===== src/rtl/cfg_switch_i2c.sv =====
module cfg_switch_i2c #(
  parameter int             MUX_W       = 5,
  parameter logic [4:0]     ADDR_PREFIX = 5'b10011,
  parameter logic [MUX_W:0] SET_INIT    = 'h2A
) (
  input  logic             clk,
  input  logic             rst_n,
  input  logic             scl_i,
  input  logic             sda_i,
  output logic             sda_pull_o,
  input  logic [1:0]       addr_sel_i,
  input  logic [MUX_W-1:0] ext_in_i,
  input  logic             route_reg_i,
  input  logic             force_low_n_i,
  input  logic             lock_i,
  output logic [MUX_W:0]   out_pull_o
);
  localparam int SET_W = MUX_W + 1;

  typedef enum logic [2:0] {IDLE, ADDR, AACK, WDATA, WACK, RDATA, RACK} st_t;

  st_t              st;
  logic [2:0]       scl_sr, sda_sr;
  logic [3:0]       cnt;
  logic [7:0]       sh;
  logic             rw;
  logic [SET_W-1:0] set_q;
  logic [7:0]       rd_byte;
  logic [MUX_W-1:0] sel_val;
  logic             busy;

  wire scl_rise = scl_sr[1] & ~scl_sr[2];
  wire scl_fall = ~scl_sr[1] & scl_sr[2];
  wire start_c  = scl_sr[1] & scl_sr[2] & sda_sr[2] & ~sda_sr[1];
  wire stop_c   = scl_sr[1] & scl_sr[2] & ~sda_sr[2] & sda_sr[1];

  assign rd_byte    = 8'(set_q);
  assign sel_val    = route_reg_i ? set_q[MUX_W-1:0] : ext_in_i;
  assign out_pull_o = force_low_n_i ? ~{set_q[MUX_W], sel_val} : '1;
  assign busy       = (st != IDLE);

  always_ff @(posedge clk or negedge rst_n) begin
    if (!rst_n) begin
      scl_sr <= '1;
      sda_sr <= '1;
    end else begin
      scl_sr <= {scl_sr[1:0], scl_i};
      sda_sr <= {sda_sr[1:0], sda_i};
    end
  end

  always_ff @(posedge clk or negedge rst_n) begin
    if (!rst_n) begin
      st         <= IDLE;
      cnt        <= '0;
      sh         <= '0;
      rw         <= 1'b0;
      sda_pull_o <= 1'b0;
      set_q      <= SET_INIT;
    end else if (start_c) begin
      st         <= ADDR;
      cnt        <= '0;
      sda_pull_o <= 1'b0;
    end else if (stop_c) begin
      st         <= IDLE;
      sda_pull_o <= 1'b0;
    end else begin
      case (st)
        ADDR, WDATA: begin
          if (scl_rise) begin
            sh  <= {sh[6:0], sda_sr[1]};
            cnt <= cnt + 4'd1;
          end else if (scl_fall && cnt == 4'd8) begin
            if (st == ADDR) begin
              if (sh[7:1] == {ADDR_PREFIX, addr_sel_i}) begin
                st         <= AACK;
                rw         <= sh[0];
                sda_pull_o <= 1'b1;
              end else begin
                st <= IDLE;
              end
            end else begin
              st         <= WACK;
              sda_pull_o <= 1'b1;
              if (!lock_i) set_q <= sh[SET_W-1:0];
            end
          end
        end
        AACK: begin
          if (scl_fall) begin
            if (rw) begin
              st         <= RDATA;
              sda_pull_o <= ~rd_byte[7];
              sh         <= {rd_byte[6:0], 1'b0};
              cnt        <= 4'd1;
            end else begin
              st         <= WDATA;
              sda_pull_o <= 1'b0;
              cnt        <= '0;
            end
          end
        end
        WACK: begin
          if (scl_fall) begin
            st         <= WDATA;
            sda_pull_o <= 1'b0;
            cnt        <= '0;
          end
        end
        RDATA: begin
          if (scl_fall) begin
            if (cnt == 4'd8) begin
              st         <= RACK;
              sda_pull_o <= 1'b0;
            end else begin
              sda_pull_o <= ~sh[7];
              sh         <= {sh[6:0], 1'b0};
              cnt        <= cnt + 4'd1;
            end
          end
        end
        RACK: begin
          if (scl_rise) begin
            sh[0] <= sda_sr[1];
          end else if (scl_fall) begin
            if (sh[0]) begin
              st <= IDLE;
            end else begin
              st         <= RDATA;
              sda_pull_o <= ~rd_byte[7];
              sh         <= {rd_byte[6:0], 1'b0};
              cnt        <= 4'd1;
            end
          end
        end
        default: ;
      endcase
    end
  end
endmodule


===== config.mk =====
export PLATFORM = sky130hd
export DESIGN_NAME = cfg_switch_i2c
export DESIGN_NICKNAME = d
export VERILOG_FILES = /design/src/rtl/cfg_switch_i2c.sv
export SDC_FILE = /design/constraint.sdc
export NUM_CORES = 1
export LEC_CHECK = 0
export ABC_AREA = 0
export BUFFER_PORTS_ARGS = -buffer_cell sky130_fd_sc_hd__buf_2
export CAP_MARGIN = 20
export CORE_MARGIN = 2
export CORE_UTILIZATION = 58
export DETAILED_ROUTE_END_ITERATION = 16
export MAX_ROUTING_LAYER = met4
export PLACE_DENSITY_LB_ADDON = 0.2
export SLEW_MARGIN = 20
export SYNTH_ARGS = -nofsm -noshare
export SYNTH_HDL_FRONTEND = slang
export SYNTH_SLANG_ARGS = --single-unit
export TNS_END_PERCENT = 10

===== constraint.sdc =====
create_clock -name clk -period 3.3 [get_ports clk]
set_clock_uncertainty 0.2 [all_clocks]
set_input_delay 0.165 -clock clk [delete_from_list [all_inputs] [get_ports clk]]
set_output_delay 0.165 -clock clk [all_outputs]
set_load 0.005 [all_outputs]

* Word-level counts from Yosys, hierarchy flattened *
Index checks and enable logic that the tools add are counted.

word-level totals
  word-level logic and storage cells = 130
  bits of input ports = 14
  flip-flop bits (word level) = 29

cells by class
  muxes and demuxes = 54
  eq/ne operators = 36
  bitwise operators = 18
  add/subtract/negate cells = 1
  reductions and logical operators = 12

operators with widths
  kind                                                             count
  8-bit two-way mux                                                7
  4-bit two-way mux                                                10
  3-bit two-way mux                                                13
  4-bit inequality test, second input constant                     9
  8-bit one-hot mux with 4 select lines                            1
  3-bit inequality test, second input constant                     9
  4-bit one-hot mux with 5 select lines                            1
  10-bit AND reduction                                             2
  2-bit inequality test, second input constant                     9
  9-bit AND reduction                                              2
  1-bit two-way mux                                                16
  3-bit one-hot mux with 5 select lines                            1
  7-bit AND reduction                                              2
  11-bit AND reduction                                             1
  1-bit NOT                                                        10
  3-bit == test, second input constant                             3
  1-bit bitwise AND                                                7
  7-bit == test                                                    1
  7-bit two-way mux                                                1
  7-bit nonzero test                                               1
  3-bit by 2-bit == test with 1-bit output, second input constant  2
  6-bit two-way mux                                                1
  6-bit NOT                                                        1
  6-bit nonzero test                                               1
  other kinds (10)                                                 10

* Depth between registers and ports, before layout *
Gate-level depths: netlist (run 1).

  depth after elaboration = 8
  mapped depth = 9
  mapped depth without buffers = 7

* Worst setup path before layout (run 1) *
Ideal clock, no wire load.

  path kind = reg-to-reg
  start = register scl_sr[2]
  end = register set_q[2]
  library setup time = 0.125 ns
  arrival time = 1.957 ns
  clock period less this slack = 2.282 ns
  path slack = 1.018 ns
  stages on the path, launching flop included = 7
  buffers on the path = 0
  required time = 2.975 ns
  path through = dfstp_2 inv_1 ha_1 nor3b_2 nand4_1 nor3_4 mux2_2

between the ends
  longest elaborated chain between the ends = 5

ends and longest elaborated chain
  item                                                RTL line  RTL
  start, declared                                     23        logic [2:0] scl_sr, sda_sr;
  start signal, assigned                              47        scl_sr <= {scl_sr[1:0], scl_i};
  1-bit bitwise AND                                   34, 35
  1-bit bitwise AND (on tied branches) (2 in series)  35, 34
  1-bit NOT (no source line)                          n/a
  7-bit AND reduction (no source line) (*)            n/a
  end signal, assigned                                85        if (!lock_i) set_q <= sh[SET_W-1:0];
  end, declared                                       27        logic [SET_W-1:0] set_q;

Every way passes the cells marked *; elsewhere a longest branch is shown, timed or not.
A chain may end at the register's enable or synchronous reset.

* Worst setup path after layout (run 1) *
Ends and elaborated chain as after synthesis.

==> metrics, run 1 <==
status=completed; Final #Nets=215; Synth Area in Adders=3.40%; met2 usage in global routing=36.3%; Simple-Gate Fraction of Synth Area=14.4%; pin count of the biggest net entering global routing=30; count of different cell masters after synthesis=52; reg2reg path depth=6; register area share after synthesis=40.0%; Avg Vias per Cell=5.98; r2r setup slk=0.75 ns; ratio of final minimum period to clock period=77.3%; mean post-synth cell area=10.4 um2; Die Height=60.3 um; met1 GRT Util=32.2%; Num CTS Buffers=5; Largest stage delay, worst path=0.55 ns; crit-path max FO=7; Slew @ Worst Pin=0.657 ns; Die ar.=3640 um2; synth warn=0; crit path buf inv count=1; fraction of layout instances using a drive strength above 1=33.5%; reg-to-reg endpoint=set_q[2]; Critical Path Start Type=register; max-slew violation count=0; flops & latches, synth=29; root buf cell=clkbuf_4; origin of the worst setup path=scl_sr[2]; Clock power frac=13.9%; DRC viols=0; First-pass DRT Iterations=4; die width=60.3 um; Post-synth ARST share=100%; Worst-Skew Late Latency=0.34 ns; Setup Total Neg Slack=0 ns; Max Cap Viol=0; worst vdd ir=0.000346 V; initial antenna violation count=0; row cnt=20; CTS-repair resized insts=0; Worst Path Required=3.33 ns; main combinational cell family by area after synthesis=compound AO/OA/AOI/OAI gates; Setup crit end kind=register; power share of the combinational group=45.0%; DP HPWL=2.86 mm; fin crit period=2.55 ns; PD cells=753 nW/um2; CTS tree=built; IO Port Bufs=20; routed wire length=3.95 mm; gr ovfl total=0; switch share=42.6%; Final Hold Fails=0; antenna cells=0; top_reg_cell synth=dfrtp_1; multiplexer share of the synthesized area=13.5%; vias in the first global route=1,386; Clock Tree Buf Depth=2; Post-Synth XOR/XNOR Area=2.45%; number of nets with antenna violations after routing=0; Max Fclk=392 MHz; Clock transition at path regs=0.10 ns; Mapped Area=1840 um2; FF-to-FF Start=scl_sr[2]; core region area=3030 um2; first-pass GRT wire length=6.50 mm; Min Hold Slack=0.0156 ns; min-delay worst type=in2reg; sequential share of power=41.1%; CP Capture Point=set_q[2]; Clock Sinks=29; Crit path arrival time=2.58 ns; post-synthesis compound-gate area fraction=20.7%; Post-CTS Setup Bufs=0; vias=1,442; syn nets=196; Layout area overhead=9.38%; GR met3 Demand/Resource=7.46%; Crit Path Class=reg2reg; worst hold path startpoint=lock_i; Top delay family on crit path=simple AND/OR/NAND/NOR gates; Starting Density=60.8%; slowest CP cell=dfstp_2; Syn Inst Count=177; number of synthesized flops with an enable pin=0; WL per Instance=16.4 um; H-tree levels=2; final core occ=66.5%; Final setup violation count=0; GRT Resource Usage Total=25.1%; DRT iter0 DRCs=71; GPL Wtd Cong=0.909; num ports=21; Leak Pwr=0.881 nW; gr busiest metal=met2; Power Internal=0.000870 W; total power=0.00152 W; switching pwr=0.000645 W; Critical Path, Cell by Cell=inv_1 > ha_1 > nor3b_2 > nand4_1 > nor3_4 > mux2_2; CP Depth=6; slew margin rel.=55.8%; RSZ-0062 raised after global routing=false
## flip-flops by register name, indices dropped and copies added (netlist names)
name	count
st	3
sda_sr	3
set_q	6
sda_pull_o	1
rw	1
sh	8
scl_sr	3
cnt	4
## logic make-up after synthesis
family	after synthesis
flip-flops	29
multiplexers	20
AND/OR/NAND/NOR	48
buffers and inverters	20
adder cells (fa/ha/maj)	5
AO/OA/AOI/OAI	52
XOR/XNOR	3
## power by group through the flow
stage                     Sequential (W)  Clock [W]  Combinational (W)
after floorplan                 0.000508          0           0.000671
after global placement          0.000616          0           0.000652
after detailed placement        0.000622          0           0.000673
after CTS                       0.000616   0.000218           0.000678
after global routing            0.000640   0.000239           0.000747
final                           0.000623   0.000210           0.000681
## through the flow
stage,worst slack [ns],cells,instance area [um2]
4_1_cts,0.764,241,2010
6_report,0.749,241,2010
2_1_floorplan,1.02,177,1840
5_1_grt,0.592,241,2010
3_5_place_dp,0.766,230,1930
3_3_place_gp,0.797,230,1930
## metal layers
metal  share of wire [%]  wire length, um  vias up
met3                 7.2              283        4
li1                    -                -      694
met4                0.99               39        0
met2                  46             1810       55
met1                  46             1810      689
met5                   0                0        -
## area by class of cell
| cell class | count | area [um2] |
|---|---|---|
| clock buffers | 5 | 37.5 |
| inverters | 9 | 33.8 |
| multi-input cells | 128 | 1000 |
| fillers | 237 | 1010 |
| clock inverters | 3 | 17.5 |
| well taps | 44 | 55.1 |
| repair buffers | 23 | 130 |
| flip-flops and latches | 29 | 737 |
## worst reg2reg max path, delay by kind of cell (launching register included)
| family | cells | cell delay, ns |
|---|---|---|
| simple gates | 3 | 1.02 |
| flops | 1 | 0.55 |
| fa+ha+maj | 1 | 0.26 |
| mux | 1 | 0.38 |
| buf+inv | 1 | 0.05 |
## Yosys cell counts, types with 3 or more instances
master / number / area share, %
dfstp_2: 9 / 13
ha_1: 5 / 3.4
mux2_2: 13 / 8.0
nand2_1: 17 / 3.5
o221ai_1: 3 / 1.4
nor2_1: 7 / 1.4
a21oi_1: 14 / 3.8
mux2_4: 6 / 4.9
a31oi_1: 3 / 1.0
nand2b_1: 3 / 1.0
clkbuf_1: 3 / 0.61
o21ai_0: 7 / 1.9
inv_1: 9 / 1.8
nand3_1: 3 / 0.82
buf_2: 3 / 0.82
nand4_1: 3 / 1.0
a22o_1: 7 / 3.3
dfrtp_1: 20 / 27
## layout by cell type (no fill, tap or decap), types with 3 or more instances in the layout
cell type / n
nand2_1: 17
o21ai_0: 7
nor2_1: 7
nand2b_1: 3
buf_2: 20
mux2_4: 6
dfrtp_1: 20
a22o_1: 7
clkbuf_4: 5
a31oi_1: 3
a21oi_1: 14
o221ai_1: 3
ha_1: 5
dfstp_2: 9
nand3_1: 3
nand4_1: 3
mux2_2: 13
inv_1: 9
dlygate4sd3_1: 3
## how the worst min path moves through the flow
stage / to / slack (ns) / depth (start not counted)
after global placement: st[2] / 0.01 / 1
after global routing: set_q[0] / 0.002 / 3
final: set_q[0] / 0.02 / 3
after floorplan: cnt[0] / -0.33 / 0
after detailed placement: st[2] / 0.03 / 1
after CTS: set_q[0] / 0.003 / 3
## repair_timing
action                                 4_1_cts  5_1_grt
endpoints found under the hold margin       22        0
setup endpoints to repair                    0        0
hold buffers                                 3        0
Power figures use the tool's default switching activity.
==> run 2, diff against run 1 <==
- CORE_UTILIZATION: 58 -> 52
- clock period: 3.3 -> 2.3 ns (I/O delays scaled with it)
==> metrics, run 2 (synthesis results as in run 1) <==
status=finished with violations; violated checks=setup timing; pre-CTS setup slack=-0.0390 ns (-0.805 ns); Crit Path Class=reg2reg; crit path buf inv count=1 (unchanged); Setup crit end kind=register; PnR worst setup slack=-0.00987 ns (-0.759 ns); Avg Vias per Cell=5.78 (-3.4%); Worst Path Required=2.33 ns (-1.00 ns); Leak Pwr=1.00 nW (+14%); vias=1,544 (+7.1%); DRT iter0 DRCs=147 (+110%); FF-to-FF Start=scl_sr[2]; Die ar.=4030 um2 (+11%); Layout area overhead=21.1%; PD cells=1090 nW/um2 (+44%); Num CTS Buffers=5 (unchanged); antenna cells=0 (unchanged); worst vdd ir=0.000519 V (+50%); DP HPWL=3.16 mm (+10%); die width=63.5 um (+5.2%); reg-to-reg endpoint=cnt[3]; max-slew violation count=0 (unchanged); Non-Filler Instances=267 (+11%); vias in the first global route=1,521 (+9.7%); Critical Path, Cell by Cell=inv_2 > ha_4 > o311ai_0 > a32o_1 > nand2_1 > a22o_1 > a21o_1; fraction of layout instances using a drive strength above 1=42.1% (+8.6 points); RSZ-0062 raised after global routing=true; Crit path arrival time=2.34 ns (-0.24 ns); Critical Path Start Type=register; Max Cap Viol=0 (unchanged); Final #Nets=239 (+11%); root buf cell=clkbuf_4; Slew @ Worst Pin=0.647 ns (-0.00988 ns); Largest stage delay, worst path=0.56 ns (about the same); design area=2230 um2 (+11%); IO Port Bufs=20 (unchanged); fin crit period=2.31 ns (-0.241 ns); H-tree levels=2 (unchanged); Largest regs=sh: 8 flops, set_q: 6 flops, cnt: 4 flops; GRT Resource Usage Total=23.4% (-1.7 points); reg2reg path depth=7 (+1); CP Capture Point=cnt[3]; row cnt=21 (+5.0%); Worst-Skew Late Latency=0.33 ns (about the same); r2r setup slk=-0.01 ns (-0.76 ns); DP Area=2100 um2 (+8.7%); ratio of final minimum period to clock period=100% (+23 points); routed wire length=4.25 mm (+7.7%); Final setup violation count=1 (+1); core region area=3360 um2 (+11%); GPL Wtd Cong=0.907 (-0.32%); Clock transition at path regs=0.10 ns (about the same); num ports=21 (unchanged); most frequent cells in the layout=buf_4 (22), dfrtp_1 (20), buf_2 (20); crit-path max FO=4 (-3); Clock Tree Buf Depth=2 (unchanged); most common cell after layout, fill and taps aside=buf_4; Max Fclk=433 MHz (+10%); Clock Sinks=29 (unchanged); min-delay worst type=in2async; Setup Total Neg Slack=-0.00987 ns (-0.00987 ns); first-pass GRT wire length=7.02 mm (+8.0%); placed insts=254 (+10%); Largest register FFs=8 (unchanged); initial antenna violation count=0 (unchanged); number of nets with antenna violations after routing=0 (unchanged); Largest Register=sh; pin count of the biggest net entering global routing=30 (unchanged); Top delay family on crit path=compound AO/OA/AOI/OAI gates; CTS tree=built; CP Depth=7 (+1); Final Hold Fails=0 (unchanged); First-pass DRT Iterations=4 (unchanged); Die Height=63.5 um (+5.2%); slew margin rel.=56.9% (+1.1 points); gr ovfl total=0 (unchanged); WL per Instance=15.9 um (-2.8%); Starting Density=54.7% (-6.1 points); DRC viols=0 (unchanged); origin of the worst setup path=scl_sr[2]; slowest CP cell=dfstp_2
[run 2: through the flow]
step,total power [W],hold slack [ns],util (%)
after floorplan,0.00169,-0.381,-
after global routing,0.00259,0.176,66.3
after global placement,0.00203,-0.0356,62.3
after detailed placement,0.00207,-0.0256,62.3
after CTS,0.00239,0.148,65.2
final,0.00242,0.127,66.3
[run 2: worst min-delay path by stage]
stage / startpoint / end / slack (ns)
detailed placement: rst_n / st[0] / -0.03
finish: rst_n / cnt[0] / 0.13
floorplan: rst_n / cnt[0] / -0.38
CTS: rst_n / cnt[3] / 0.15
global placement: rst_n / st[0] / -0.04
global route: rst_n / cnt[1] / 0.18
[run 2: worst reg2reg max path, cell delays in order, from the launching register on]
cell and delay (ns):
dfstp_2 0.56, inv_2 0.05, ha_4 0.17, o311ai_0 0.35, a32o_1 0.31, nand2_1 0.12, a22o_1 0.27, a21o_1 0.19
[run 2: cell type report]
| cell class | count | area (um2) |
|---|---|---|
| Multi-Input combinational cell | 128 | 1030 |
| Inverter | 9 | 33.8 |
| Clock buffer | 5 | 37.5 |
| Timing Repair Buffer | 47 | 317 |
| Sequential cell | 29 | 737 |
| Clock inverter | 3 | 17.5 |
| Tap cell | 46 | 57.6 |
| Fill cell | 283 | 1130 |
[run 2: what timing repair did]
| action | CTS | global route |
|---|---|---|
| setup buffers | 0 | 1 |
| endpoints found under the setup margin | 7 | 20 |
| resized for setup | 1 | 6 |
| gates cloned | 0 | 0 |
| hold endpoints to repair | 36 | 0 |
| hold buffers | 4 | 0 |
| pin swaps | 0 | 4 |
[run 2: layer usage]
layer	up-vias	wire (um)	global-route usage, %
met5	-	0	-
met4	0	114	13.3
met3	13	175	3.93
met2	47	2120	37.9
met1	744	1840	27.6
li1	740	-	-
[run 2: power by group]
part | internal [W] | switching (W) | leakage, nW
Clock | 0.000115 | 0.000192 | 0.0310
Combinational | 0.000668 | 0.000645 | 0.620
Sequential | 0.000643 | 0.000157 | 0.354
Total | 0.00143 | 0.000994 | 1.00
==> run 3, diff against run 2 <==
==> constraint.sdc (replaced) <==
create_clock -name clk -period 2.3 [get_ports clk]
set_clock_uncertainty 0.2 [all_clocks]
set_input_delay 0.345 -clock clk [delete_from_list [all_inputs] [get_ports clk]]
set_output_delay 0.345 -clock clk [all_outputs]
set_load 0.005 [all_outputs]
==> metrics, run 3 (synthesis results as in run 1) <==
Setup Total Neg Slack=0 ns (+0.00987 ns); Slew @ Worst Pin=0.644 ns (-0.00314 ns); first-pass GRT wire length=6.99 mm (-0.40%); Die Height=63.5 um (unchanged); H-tree levels=2 (unchanged); placed insts=252 (-0.79%); Largest stage delay, worst path=0.57 ns (about the same); switch share=41.0% (-0.097 points); crit-path max FO=6 (+2); vias in the first global route=1,497 (-1.6%); CTS tree=built; status=completed; reg-to-reg endpoint=set_q[4]; most frequent cells in the layout=buf_4 (21), dfrtp_1 (20), buf_2 (20); met2 usage in global routing=37.1% (-0.79 points); First-pass DRT Iterations=4 (unchanged); Clock transition at path regs=0.10 ns (about the same); IO Port Bufs=20 (unchanged); fraction of layout instances using a drive strength above 1=41.6% (-0.53 points); Worst Path Required=2.33 ns (about the same); total power=0.00238 W (-1.5%); Avg Vias per Cell=5.77 (-0.29%); DRT iter0 DRCs=100 (-32%); max-slew violation count=0 (unchanged); slowest CP cell=dfstp_2; worst vdd ir=0.000542 V (+4.5%); Clock Sinks=29 (unchanged); Critical Path Start Type=register; Layout area overhead=19.9%; Min Hold Slack=0.160 ns (+0.0335 ns); worst hold path startpoint=scl_sr[0]; r2r setup slk=0.05 ns (+0.06 ns); die width=63.5 um (unchanged); antenna cells=0 (unchanged); hold path endpoint=scl_sr[1]; ratio of final minimum period to clock period=97.9% (-2.6 points); Max Cap Viol=0 (unchanged); Final #Nets=237 (-0.84%); Starting Density=54.7% (unchanged); PnR worst setup slack=0.0488 ns (+0.0587 ns); sequential share of power=33.3% (+0.2 points); Clock Tree Buf Depth=2 (unchanged); hold path depth=0; Die ar.=4030 um2 (unchanged); most common cell after layout, fill and taps aside=buf_4; GPL Wtd Cong=0.911 (+0.50%); core region area=3360 um2 (unchanged); met1 GRT Util=27.4% (-0.18 points); Clock power frac=12.8% (about the same); row cnt=21 (unchanged); Max Fclk=444 MHz (+2.6%); gr ovfl total=0 (unchanged); GR met3 Demand/Resource=6.43% (+2.5 points); Leak Pwr=0.995 nW (-0.94%); PD cells=1080 nW/um2 (-0.42%); initial antenna violation count=0 (unchanged); pre-CTS setup slack=-0.0202 ns (+0.0188 ns); multi-input logic area=1020 um2 (-0.61%); number of nets with antenna violations after routing=0 (unchanged); num ports=21 (unchanged); Largest Register=sh; fin crit period=2.25 ns (-0.0587 ns); DRC viols=0 (unchanged); Power Internal=0.00141 W (-1.3%); slew margin rel.=57.1% (+0.21 points); Crit path arrival time=2.28 ns (-0.06 ns); gr busiest metal=met2; root buf cell=clkbuf_4; pin count of the biggest net entering global routing=30 (unchanged); min-delay worst type=reg2reg; Storage cell area=737 um2 (unchanged); Largest regs=sh: 8 flops, set_q: 6 flops, cnt: 4 flops; routed wire length=4.09 mm (-3.7%); GRT Resource Usage Total=23.0% (-0.45 points); DP HPWL=2.98 mm (-6.0%); FF-to-FF Start=scl_sr[2]; Worst-Skew Late Latency=0.33 ns (about the same); Largest register FFs=8 (unchanged); vias=1,528 (-1.0%); Setup crit end kind=register; switching pwr=0.000977 W (-1.7%); WL per Instance=15.4 um (-2.9%); power share of the combinational group=53.9% (-0.3 points); Non-Filler Instances=265 (-0.75%); Crit Path Class=reg2reg; filler cell count in the final layout=294 (+3.9%); Final Hold Fails=0 (unchanged); Num CTS Buffers=5 (unchanged); Critical Path, Cell by Cell=inv_2 > ha_4 > nor3b_4 > nand4_1 > nor3_4 > buf_6 > mux2_2; Final setup violation count=0 (-1); reg2reg path depth=7 (unchanged)
run 3: cell count changes in the layout (fill, tap and decap cells not counted), sizes merged:
| cell | before | now |
|---|---|---|
| dlygate4sd3 | 4 | 3 |
| buf | 43 | 42 |
run 3: layout make-up:
| cell class | instances | area share, % |
|---|---|---|
| Inverter | 9 | 1.53 |
| Tap cell | 46 | 2.61 |
| Clock buffer | 5 | 1.70 |
| Sequential cell | 29 | 33.4 |
| Clock inverter | 3 | 0.794 |
| Timing Repair Buffer | 45 | 13.6 |
| Multi-Input combinational cell | 128 | 46.4 |
run 3: timing repair:
item,in CTS,in global routing
endpoints found under the setup margin,8,16
gates cloned,0,0
gates resized for setup,1,5
endpoints found under the hold margin,22,0
setup buffers,0,2
hold buffers,3,0
pin swaps,1,3
run 3: how the worst max path moves through the flow:
| stage | startpoint | endpoint | slack (ns) | cells past startpoint |
|---|---|---|---|---|
| 5_1_grt | scl_sr[1] | sh[5] | -0.09 | 7 |
| 2_1_floorplan | scl_sr[2] | set_q[2] | 0.02 | 6 |
| 3_5_place_dp | scl_sr[2] | sh[3] | -0.02 | 8 |
| 3_3_place_gp | scl_sr[1] | sh[6] | 0.04 | 7 |
| 4_1_cts | scl_sr[2] | set_q[4] | -0.02 | 6 |
| 6_report | scl_sr[2] | set_q[4] | 0.05 | 7 |
run 3: per-stage QoR:
stage | area, um2 | util (%)
final | 2210 | 65.6
after global routing | 2210 | 65.6
after CTS | 2170 | 64.5
after detailed placement | 2080 | 61.9
after global placement | 2080 | 61.9
after floorplan | 1840 | -
run 3: power groups by stage:
stage	Clock (W)	Sequential [W]	Combinational, W
finish	0.000305	0.000795	0.00128
CTS	0.000317	0.000787	0.00126
floorplan	0	0.000729	0.000962
global placement	0	0.000791	0.00122
detailed placement	0	0.000796	0.00124
global route	0.000341	0.000821	0.00142
run 3: critical path, delay by kind of cell (launching register included):
kind                       cells  cell delay, ns
muxes                          1            0.33
adders and majority gates      1            0.17
buffers and inverters          2            0.20
DFF                            1            0.57
and+or+nand+nor                3            0.68
run 3: routing by layer:
layer | vias up | share of wire (%)
li1 | 734 | -
met2 | 56 | 48
met5 | - | 0
met4 | 0 | 2.0
met1 | 727 | 44
met3 | 11 | 5.6
